File: src/rtl/lcd_regbank_pkg.sv
package lcd_regbank_pkg;
  localparam int ADDR_W = 12;
  localparam int WORD_W = ADDR_W - 2;
  localparam int NWORDS = 13;

  localparam int WI_TIM0  = 0;
  localparam int WI_TIM1  = 1;
  localparam int WI_UBASE = 4;
  localparam int WI_LBASE = 5;
  localparam int WI_MASK  = 6;
  localparam int WI_CTRL  = 7;
  localparam int WI_RAW   = 8;
  localparam int WI_MSTAT = 9;
  localparam int WI_CLR   = 10;
  localparam int WI_UCUR  = 11;
  localparam int WI_LCUR  = 12;

  localparam int CTRL_W   = 12;
  localparam int CB_EN    = 0;
  localparam int CB_DEPTH = 1;
  localparam int CB_BGR   = 8;
  localparam int CB_BEB   = 9;
  localparam int CB_BEP   = 10;
  localparam int CB_PWR   = 11;

  function automatic logic [7:0] id_byte(input int variant, input logic [2:0] idx);
    logic [7:0] b;
    case (idx)
      3'd0: b = (variant != 0) ? 8'h11 : 8'h10;
      3'd1: b = 8'h11;
      3'd2: b = (variant != 0) ? 8'h24 : 8'h04;
      3'd3: b = 8'h00;
      3'd4: b = 8'h0D;
      3'd5: b = 8'hF0;
      3'd6: b = 8'h05;
      default: b = 8'hB1;
    endcase
    return b;
  endfunction
endpackage

File: src/rtl/lcd_reg_decode.sv
module lcd_reg_decode
  import lcd_regbank_pkg::*;
#(
  parameter int VARIANT = 0
) (
  input  logic [WORD_W-1:0] word,
  output logic [NWORDS-1:0] hit,
  output logic              id_hit,
  output logic [2:0]        id_idx,
  output logic              miss
);
  for (genvar i = 0; i < NWORDS; i++) begin : g_hit
    localparam int PHYS = (VARIANT != 0 && i == WI_MASK) ? WI_CTRL :
                          (VARIANT != 0 && i == WI_CTRL) ? WI_MASK : i;
    assign hit[i] = (word == WORD_W'(PHYS));
  end

  assign id_hit = (word[WORD_W-1:3] == '1);
  assign id_idx = word[2:0];
  assign miss   = !(|hit) && !id_hit;
endmodule

File: src/rtl/lcd_irq_status.sv
module lcd_irq_status #(
  parameter int NUM_IRQ = 4
) (
  input  logic               clk,
  input  logic               rst_n,
  input  logic [NUM_IRQ-1:0] evt,
  input  logic               clr_we,
  input  logic [NUM_IRQ-1:0] clr_bits,
  input  logic               mask_we,
  input  logic [NUM_IRQ-1:0] mask_bits,
  output logic [NUM_IRQ-1:0] raw,
  output logic [NUM_IRQ-1:0] mask,
  output logic [NUM_IRQ-1:0] masked,
  output logic               irq
);
  logic [NUM_IRQ-1:0] clr_eff;
  assign clr_eff = clr_we ? clr_bits : '0;

  always_ff @(posedge clk) begin
    if (!rst_n) begin
      raw  <= '0;
      mask <= '0;
    end else begin
      raw <= (raw & ~clr_eff) | evt;
      if (mask_we) mask <= mask_bits;
    end
  end

  assign masked = raw & mask;
  assign irq    = |masked;
endmodule

File: src/rtl/lcd_panel_geom.sv
module lcd_panel_geom #(
  parameter int DIM_W = 11
) (
  input  logic             clk,
  input  logic             rst_n,
  input  logic             t0_we,
  input  logic [7:0]       t0_data,
  input  logic             t1_we,
  input  logic [9:0]       t1_data,
  output logic [DIM_W-1:0] width,
  output logic [DIM_W-1:0] height,
  output logic             resize
);
  logic [DIM_W-1:0] w_new, h_new;
  assign w_new = DIM_W'((32'(t0_data[7:2]) + 32'd1) * 32'd16);
  assign h_new = DIM_W'(32'(t1_data) + 32'd1);

  always_ff @(posedge clk) begin
    if (!rst_n) begin
      width  <= '0;
      height <= '0;
      resize <= 1'b0;
    end else begin
      if (t0_we) width  <= w_new;
      if (t1_we) height <= h_new;
      resize <= (t0_we && (w_new != width)) || (t1_we && (h_new != height));
    end
  end
endmodule

File: src/rtl/lcd_regbank.sv
module lcd_regbank
  import lcd_regbank_pkg::*;
#(
  parameter int VARIANT = 0,
  parameter int NUM_IRQ = 4,
  parameter int DIM_W   = 11
) (
  input  logic               clk,
  input  logic               rst_n,
  input  logic               psel,
  input  logic               penable,
  input  logic               pwrite,
  input  logic [11:0]        paddr,
  input  logic [31:0]        pwdata,
  output logic [31:0]        prdata,
  output logic               pslverr,
  input  logic [NUM_IRQ-1:0] irq_evt,
  output logic               irq,
  output logic [DIM_W-1:0]   panel_width,
  output logic [DIM_W-1:0]   panel_height,
  output logic               resize_pulse,
  output logic               disp_en,
  output logic [2:0]         depth_code,
  output logic               bgr_swap,
  output logic               be_bytes,
  output logic               be_pixels
);
  localparam int NUM_TIM = 4;

  logic              acc, wr;
  logic [NWORDS-1:0] hit;
  logic              id_hit, miss;
  logic [2:0]        id_idx;
  logic [31:0]       tim [NUM_TIM];
  logic [31:0]       ubase, lbase;
  logic [CTRL_W-1:0] ctrl;
  logic [NUM_IRQ-1:0] raw, mask, masked;
  logic [31:0]       rdat;

  assign acc = psel & penable;
  assign wr  = acc & pwrite;

  lcd_reg_decode #(.VARIANT(VARIANT)) u_dec (
    .word(paddr[11:2]), .hit(hit), .id_hit(id_hit), .id_idx(id_idx), .miss(miss)
  );

  lcd_irq_status #(.NUM_IRQ(NUM_IRQ)) u_irq (
    .clk(clk), .rst_n(rst_n), .evt(irq_evt),
    .clr_we(wr && hit[WI_CLR]), .clr_bits(pwdata[NUM_IRQ-1:0]),
    .mask_we(wr && hit[WI_MASK]), .mask_bits(pwdata[NUM_IRQ-1:0]),
    .raw(raw), .mask(mask), .masked(masked), .irq(irq)
  );

  lcd_panel_geom #(.DIM_W(DIM_W)) u_geom (
    .clk(clk), .rst_n(rst_n),
    .t0_we(wr && hit[WI_TIM0]), .t0_data(pwdata[7:0]),
    .t1_we(wr && hit[WI_TIM1]), .t1_data(pwdata[9:0]),
    .width(panel_width), .height(panel_height), .resize(resize_pulse)
  );

  always_ff @(posedge clk) begin
    if (!rst_n) begin
      for (int i = 0; i < NUM_TIM; i++) tim[i] <= '0;
      ubase <= '0;
      lbase <= '0;
      ctrl  <= '0;
    end else if (wr) begin
      for (int i = 0; i < NUM_TIM; i++)
        if (hit[i]) tim[i] <= pwdata;
      if (hit[WI_UBASE]) ubase <= pwdata;
      if (hit[WI_LBASE]) lbase <= pwdata;
      if (hit[WI_CTRL])  ctrl  <= pwdata[CTRL_W-1:0];
    end
  end

  always_comb begin
    rdat = '0;
    for (int i = 0; i < NUM_TIM; i++)
      if (hit[i]) rdat = tim[i];
    if (hit[WI_UBASE] || hit[WI_UCUR]) rdat = ubase;
    if (hit[WI_LBASE] || hit[WI_LCUR]) rdat = lbase;
    if (hit[WI_MASK])  rdat = 32'(mask);
    if (hit[WI_CTRL])  rdat = 32'(ctrl);
    if (hit[WI_RAW])   rdat = 32'(raw);
    if (hit[WI_MSTAT]) rdat = 32'(masked);
    if (id_hit)        rdat = 32'(id_byte(VARIANT, id_idx));
  end

  assign prdata     = rdat;
  assign pslverr    = acc & miss;
  assign disp_en    = ctrl[CB_EN] & ctrl[CB_PWR];
  assign depth_code = ctrl[CB_DEPTH +: 3];
  assign bgr_swap   = ctrl[CB_BGR];
  assign be_bytes   = ctrl[CB_BEB];
  assign be_pixels  = ctrl[CB_BEP];
endmodule

File: config.mk
export PLATFORM = sky130hd
export DESIGN_NAME = lcd_regbank
export DESIGN_NICKNAME = d
export VERILOG_FILES = /design/src/rtl/lcd_regbank_pkg.sv /design/src/rtl/lcd_reg_decode.sv /design/src/rtl/lcd_irq_status.sv /design/src/rtl/lcd_panel_geom.sv /design/src/rtl/lcd_regbank.sv
export SDC_FILE = /design/constraint.sdc
export NUM_CORES = 1
export LEC_CHECK = 0
export BUFFER_PORTS_ARGS = -buffer_cell sky130_fd_sc_hd__buf_2
export CORE_MARGIN = 2
export CORE_UTILIZATION = 55
export CTS_CLUSTER_SIZE = 14
export DETAILED_ROUTE_END_ITERATION = 10
export PLACE_DENSITY = 0.74
export SYNTH_ARGS = -nofsm -noshare
export SYNTH_HDL_FRONTEND = slang
export SYNTH_HIERARCHICAL = 1
export SYNTH_SLANG_ARGS = --single-unit
export TNS_END_PERCENT = 1
File: constraint.sdc
create_clock -name clk -period 4.6 [get_ports clk]
set_clock_uncertainty 0.05 [all_clocks]
set_input_delay 1.15 -clock clk [delete_from_list [all_inputs] [get_ports clk]]
set_output_delay 1.15 -clock clk [all_outputs]
set_load 0.02 [all_outputs]
==> results of run 1 <==
[layer usage]
layer,part of all wire [%],global-route usage [%]
met5,0,0
met3,6.5,3.66
met2,49,45.4
met4,1.9,7.07
met1,43,36.4
[sequential cells by signal, indices dropped and copies added (netlist names)]
register       flops
u_geom/width       7
tim              128
u_geom/height     11
u_irq/raw          4
u_geom/resize      1
u_irq/mask         4
ctrl              12
lbase             32
ubase             32
[critical path, stage by stage]
cell and delay [ns]:
buf_6 0.10, nor4_4 0.37, nand2_1 0.14, buf_4 0.16
nor4_2 0.20, buf_4 0.18, buf_12 0.11, buf_6 0.17
nor2b_1 0.15, nor3_1 0.06, a211oi_1 0.29, o21ai_1 0.14
buf_2 0.18
[cells by family after synthesis]
logic type,Yosys count,synth area share [%]
buffers and inverters,121,4.90
XOR/XNOR,32,2.49
flip-flops,231,52.4
AO/OA/AOI/OAI,282,18.3
adder cells (fa/ha/maj),2,0.222
other,1,0.0333
multiplexers,8,0.710
AND/OR/NAND/NOR,451,20.9
[final timing paths]
kind / cells after the start / slack [ns] / end / from
max reg2reg: 6 / 2.95 / u_geom/resize$_SDFF_PN0_ / u_geom/height[7]$_SDFFE_PN0P_
max: 13 / -0.02 / prdata[9] / paddr[6]
min: 2 / 0.41 / ubase[6]$_SDFFE_PN0P_ / ubase[6]$_SDFFE_PN0P_
min reg2reg: 2 / 0.41 / ubase[6]$_SDFFE_PN0P_ / ubase[6]$_SDFFE_PN0P_
[cell usage after synthesis, types with 6 or more instances]
library cell,instances
nand2_1,190
and2_1,140
edfxtp_1,128
dfxtp_1,103
a21boi_0,76
a21oi_1,52
clkbuf_1,51
a221oi_1,37
inv_1,29
nor2_1,24
nor2b_1,22
o221ai_1,21
a211o_1,20
o21ai_0,20
buf_2,19
xnor2_1,19
nand3_1,14
o211a_1,14
nor3_1,13
xor2_1,13
buf_4,11
a211oi_1,9
and3_1,9
mux2i_1,8
o21ai_1,7
nand2b_1,6
[cell type report]
class / instances / area [um^2] / area share [%]
flip-flops and latches: 231 / 5910 / 43.4
multi-input cells: 779 / 5030 / 37.0
repair buffers: 185 / 1350 / 9.90
clock buffers: 40 / 782 / 5.75
well taps: 270 / 338 / 2.48
inverters: 29 / 109 / 0.801
clock inverters: 5 / 90.1 / 0.663
[where the power goes]
| part | internal [mW] | leakage, nW | total [mW] | switching, mW |
|---|---|---|---|---|
| combinational | 0.0656 | 2.69 | 0.199 | 0.133 |
| sequential | 2.23 | 2.05 | 2.25 | 0.0200 |
| clock | 1.28 | 0.432 | 2.10 | 0.823 |
[timing repair]
action                                  in CTS  in global routing
hold buffers                                 0                  0
endpoints found under the setup margin      28                 30
pin swaps                                   19                 20
gates resized for setup                     23                 52
buffers inserted                             9                  3
[metrics by stage]
step	instances	hold slack (ns)	area [um^2]	util, %	power (mW)
after floorplan	1131	0.389	11300	-	2.39
after global placement	1483	0.397	12300	61.2	2.48
after detailed placement	1483	0.407	12300	61.2	2.49
after CTS	1537	0.415	13400	66.4	4.57
after global routing	1539	0.437	13600	67.4	4.67
final	1539	0.413	13600	67.4	4.55
==> results_dict.tcl, run 1 <==
set metrics [dict create \
    clockBufferDepth 3 \
    layout_commonest_cell "nand2_1" \
    routed_wl_um 29500 \
    final.setup.worst_slack_ns -0.0181 \
    syn-mean-instance-area_um2 9.99 \
    cp-start-kind "primary input" \
    routed-via-count 9052 \
    drv_slew 0 \
    postSynthCellCount 1128 \
    relSlewSlack_pct 54.0 \
    outcome "finished, violations left" \
    fillers 1603 \
    dr.first_iter.drc_count 577 \
    drc 0 \
    hold_path_class "flip-flop to flip-flop" \
    cts_tree "done" \
    hold_viol 0 \
    root_buffer "clkbuf_16" \
    ys_types 64 \
    path_max_fanout 18 \
    p_leak_nw 5.16 \
    initial_core_util_pct 55.9 \
    die-height_um 147 \
    cp.required_ns 3.40 \
    max_cap_viol_count 0 \
    violations "negative setup slack" \
    dp_worst_setup_slack_ns -0.187 \
    first_pass_iters 5 \
    final-setup-viol-count 4 \
    synth.top_cell.area_share_pct 34.1 \
    design.portCount 117 \
    async_flop_share_pct 0 \
    diodes 0 \
    fin_nets 1306 \
    die_area_um2 21700 \
    ys_seq_area_share_pct 52.4 \
    crit_arrival_ns 3.42 \
    drive_above_1_share_pct 22.6 \
    fp.dieW_um 147 \
    rsz0062_at_grt "true" \
    post-route-period-util_pct 100 \
    layout_common_cells "nand2_1, and2_1, edfxtp_1" \
    ys_warn_count 6 \
    power_density_nw_per_um2 335 \
    synth_area_leader_cell "edfxtp_1" \
    vias_per_cell 5.88 \
    grt_usage_pct 26.7 \
    area_delta_synth_final_pct 20.6 \
    vdd_drop_max_uv 255 \
    fin_crit_ns 4.62 \
    path_clk_slew_ns 0.06 \
    antenna_found_initial 0 \
    fmax_mhz 217 \
    place_congestion 0.838 \
    netlist_area_um2 11300 \
    core_area_um2 20200 \
    worst_pin_slew_ns 0.689 \
    wl_per_cell_um 19.2 \
    ant_nets 0 \
    clock_latency_ns 0.54 \
    fp-row-count 52 \
    path_class "primary input to output port" \
    ys_top_cells_by_area "edfxtp_1, dfxtp_1, and2_1, nand2_1, a21boi_0" \
    dp_hpwl_um 18400 \
    io_buffers 110 \
    synth_ff_type "edfxtp_1" \
    cts_max_level 1 \
    gr-total-overflow 0 \
    grt_pass1_vias 8758 \
    cts.sinks 231 \
    setup_tns_ns -0.0427 \
    cts_inserted_buffers 25 \
    grt_pass1_wl_um 46400 \
    cp-end-kind "output port" \
    yosys_register_bits 231 \
    grt_max_degree 54 \
    synth_edf_count 128 \
]
(Power assumes the default switching activity.)
==> run 2: changes to the inputs <==
TNS_END_PERCENT = 30   (was 1)
==> results_dict.tcl, run 2 (synthesized netlist as in run 1, its figures left out) <==
set metrics [dict create \
    fmax_mhz 216 \
    initial_core_util_pct 55.9 \
    relSlewSlack_pct 54.1 \
    largestRegisters "tim x128, lbase x32, ubase x32" \
    fp-row-count 52 \
    stdcell_count 1540 \
    final_core_util_pct 67.1 \
    final-setup-viol-count 4 \
    antenna_found_initial 0 \
    fillers 1608 \
    io_buffers 110 \
    fin_crit_ns 4.63 \
    die-height_um 147 \
    fp.dieW_um 147 \
    drc 0 \
    gr-total-overflow 0 \
    crit_slowest_cell "nor4_4" \
    layout_common_cells "nand2_1, and2_1, edfxtp_1" \
    routed_wl_um 29600 \
    grt_max_degree 54 \
    vias_per_cell 5.83 \
    hold_viol 0 \
    path_max_fanout 7 \
    root_buffer "clkbuf_16" \
    dp_hpwl_um 18400 \
    path_clk_slew_ns 0.06 \
    vdd_drop_max_uv 244 \
    cp.required_ns 3.40 \
    cp-end-kind "output port" \
    layout_commonest_cell "nand2_1" \
    path_cells "buf_6 > nor4_4 > nand3_1 > buf_4 > nor3b_1 > buf_4 > or3_4 > nor2_1 > buf_4 > a221oi_1 > o21ai_1 > buf_2" \
    grt_pass1_wl_um 46400 \
    core_area_um2 20200 \
    drive_above_1_share_pct 22.0 \
    cp_slowest_stage_delay_ns 0.38 \
    clockBufferDepth 3 \
    hold_path_class "flip-flop to flip-flop" \
    critPathMostFrequentCell "buf_4" \
    design.portCount 117 \
    violations "negative setup slack" \
    final.setup.worst_slack_ns -0.0284 \
    max_cap_viol_count 0 \
    crit_arrival_ns 3.43 \
    drv_slew 0 \
    clock_latency_ns 0.54 \
    area_delta_synth_final_pct 20.1 \
    grt_pass1_vias 8749 \
    cts.sinks 231 \
    path_class "primary input to output port" \
    numPlacedInstances 1483 \
    cts_max_level 1 \
    routed-via-count 8974 \
    largest_register "tim" \
    outcome "finished, violations left" \
    largest_reg_flops 128 \
    power_mw 4.55 \
    wl_per_cell_um 19.2 \
    grt_usage_pct 26.7 \
    cts_inserted_buffers 25 \
    setup_tns_ns -0.0532 \
    cp-start-kind "primary input" \
    first_pass_iters 5 \
    place_congestion 0.838 \
    die_area_um2 21700 \
    cts_tree "done" \
    p_leak_nw 5.16 \
    fin_nets 1307 \
    rsz0062_at_grt "true" \
    diodes 0 \
    ant_nets 0 \
    dr.first_iter.drc_count 568 \
    power_density_nw_per_um2 336 \
    worst_pin_slew_ns 0.688 \
    post-route-period-util_pct 101 \
]
[run 2: cell types whose count changed in the layout (fill, tap and decap cells not counted), sizes merged]
cell and change:
buf +1
[run 2: final timing paths]
kind / depth (start not counted) / startpoint / slack [ns] / end
worst max register to register: 6 / u_geom/height[7]$_SDFFE_PN0P_ / 2.94 / u_geom/resize$_SDFF_PN0_
worst max-delay path: 12 / paddr[6] / -0.03 / prdata[7]
worst min register to register: 2 / ubase[11]$_SDFFE_PN0P_ / 0.41 / ubase[11]$_SDFFE_PN0P_
worst min-delay path: 2 / ubase[11]$_SDFFE_PN0P_ / 0.41 / ubase[11]$_SDFFE_PN0P_
[run 2: repair_timing]
action                     4_1_cts  5_1_grt
gates cloned                     0        0
buffers inserted                 9        4
gates resized for setup         21       31
setup endpoints to repair       28       31
hold buffers                     0        0
pin swaps                       20        9
hold endpoints to repair         0        0
[run 2: metal layers]
| layer | GRT usage, % | share of wire (%) |
|---|---|---|
| met3 | 3.66 | 6.2 |
| met5 | 0 | 0 |
| met1 | 36.3 | 43 |
| met2 | 45.4 | 49 |
| met4 | 6.97 | 2.0 |
[run 2: per-stage QoR]
| stage | hold slack [ns] | setup WS (ns) | area, um^2 |
|---|---|---|---|
| 2_1_floorplan | 0.389 | 0.109 | 11300 |
| 3_3_place_gp | 0.397 | -0.218 | 12300 |
| 3_5_place_dp | 0.407 | -0.187 | 12300 |
| 4_1_cts | 0.415 | -0.00471 | 13400 |
| 5_1_grt | 0.437 | -0.0887 | 13500 |
| 6_report | 0.412 | -0.0284 | 13500 |
[run 2: worst max-delay path, delay by kind of cell]
family | cells | cell delay (ns)
AOI/OAI and AO/OA | 2 | 0.40
buffers and inverters | 5 | 0.82
and+or+nand+nor | 5 | 1.04
[run 2: where the power goes]
group          internal, mW  leakage [nW]  switching (mW)
Sequential             2.23          2.05          0.0201
Combinational        0.0651          2.68           0.134
Clock                  1.28         0.432           0.818
Total                  3.57          5.16           0.973
[run 2: area by class of cell]
class	instances	area, um^2	area share [%]
clock buffers	40	782	5.78
clock inverters	5	90.1	0.666
inverters	29	109	0.804
multi-input cells	779	5000	36.9
flip-flops and latches	231	5910	43.6
well taps	270	338	2.50
repair buffers	186	1310	9.68
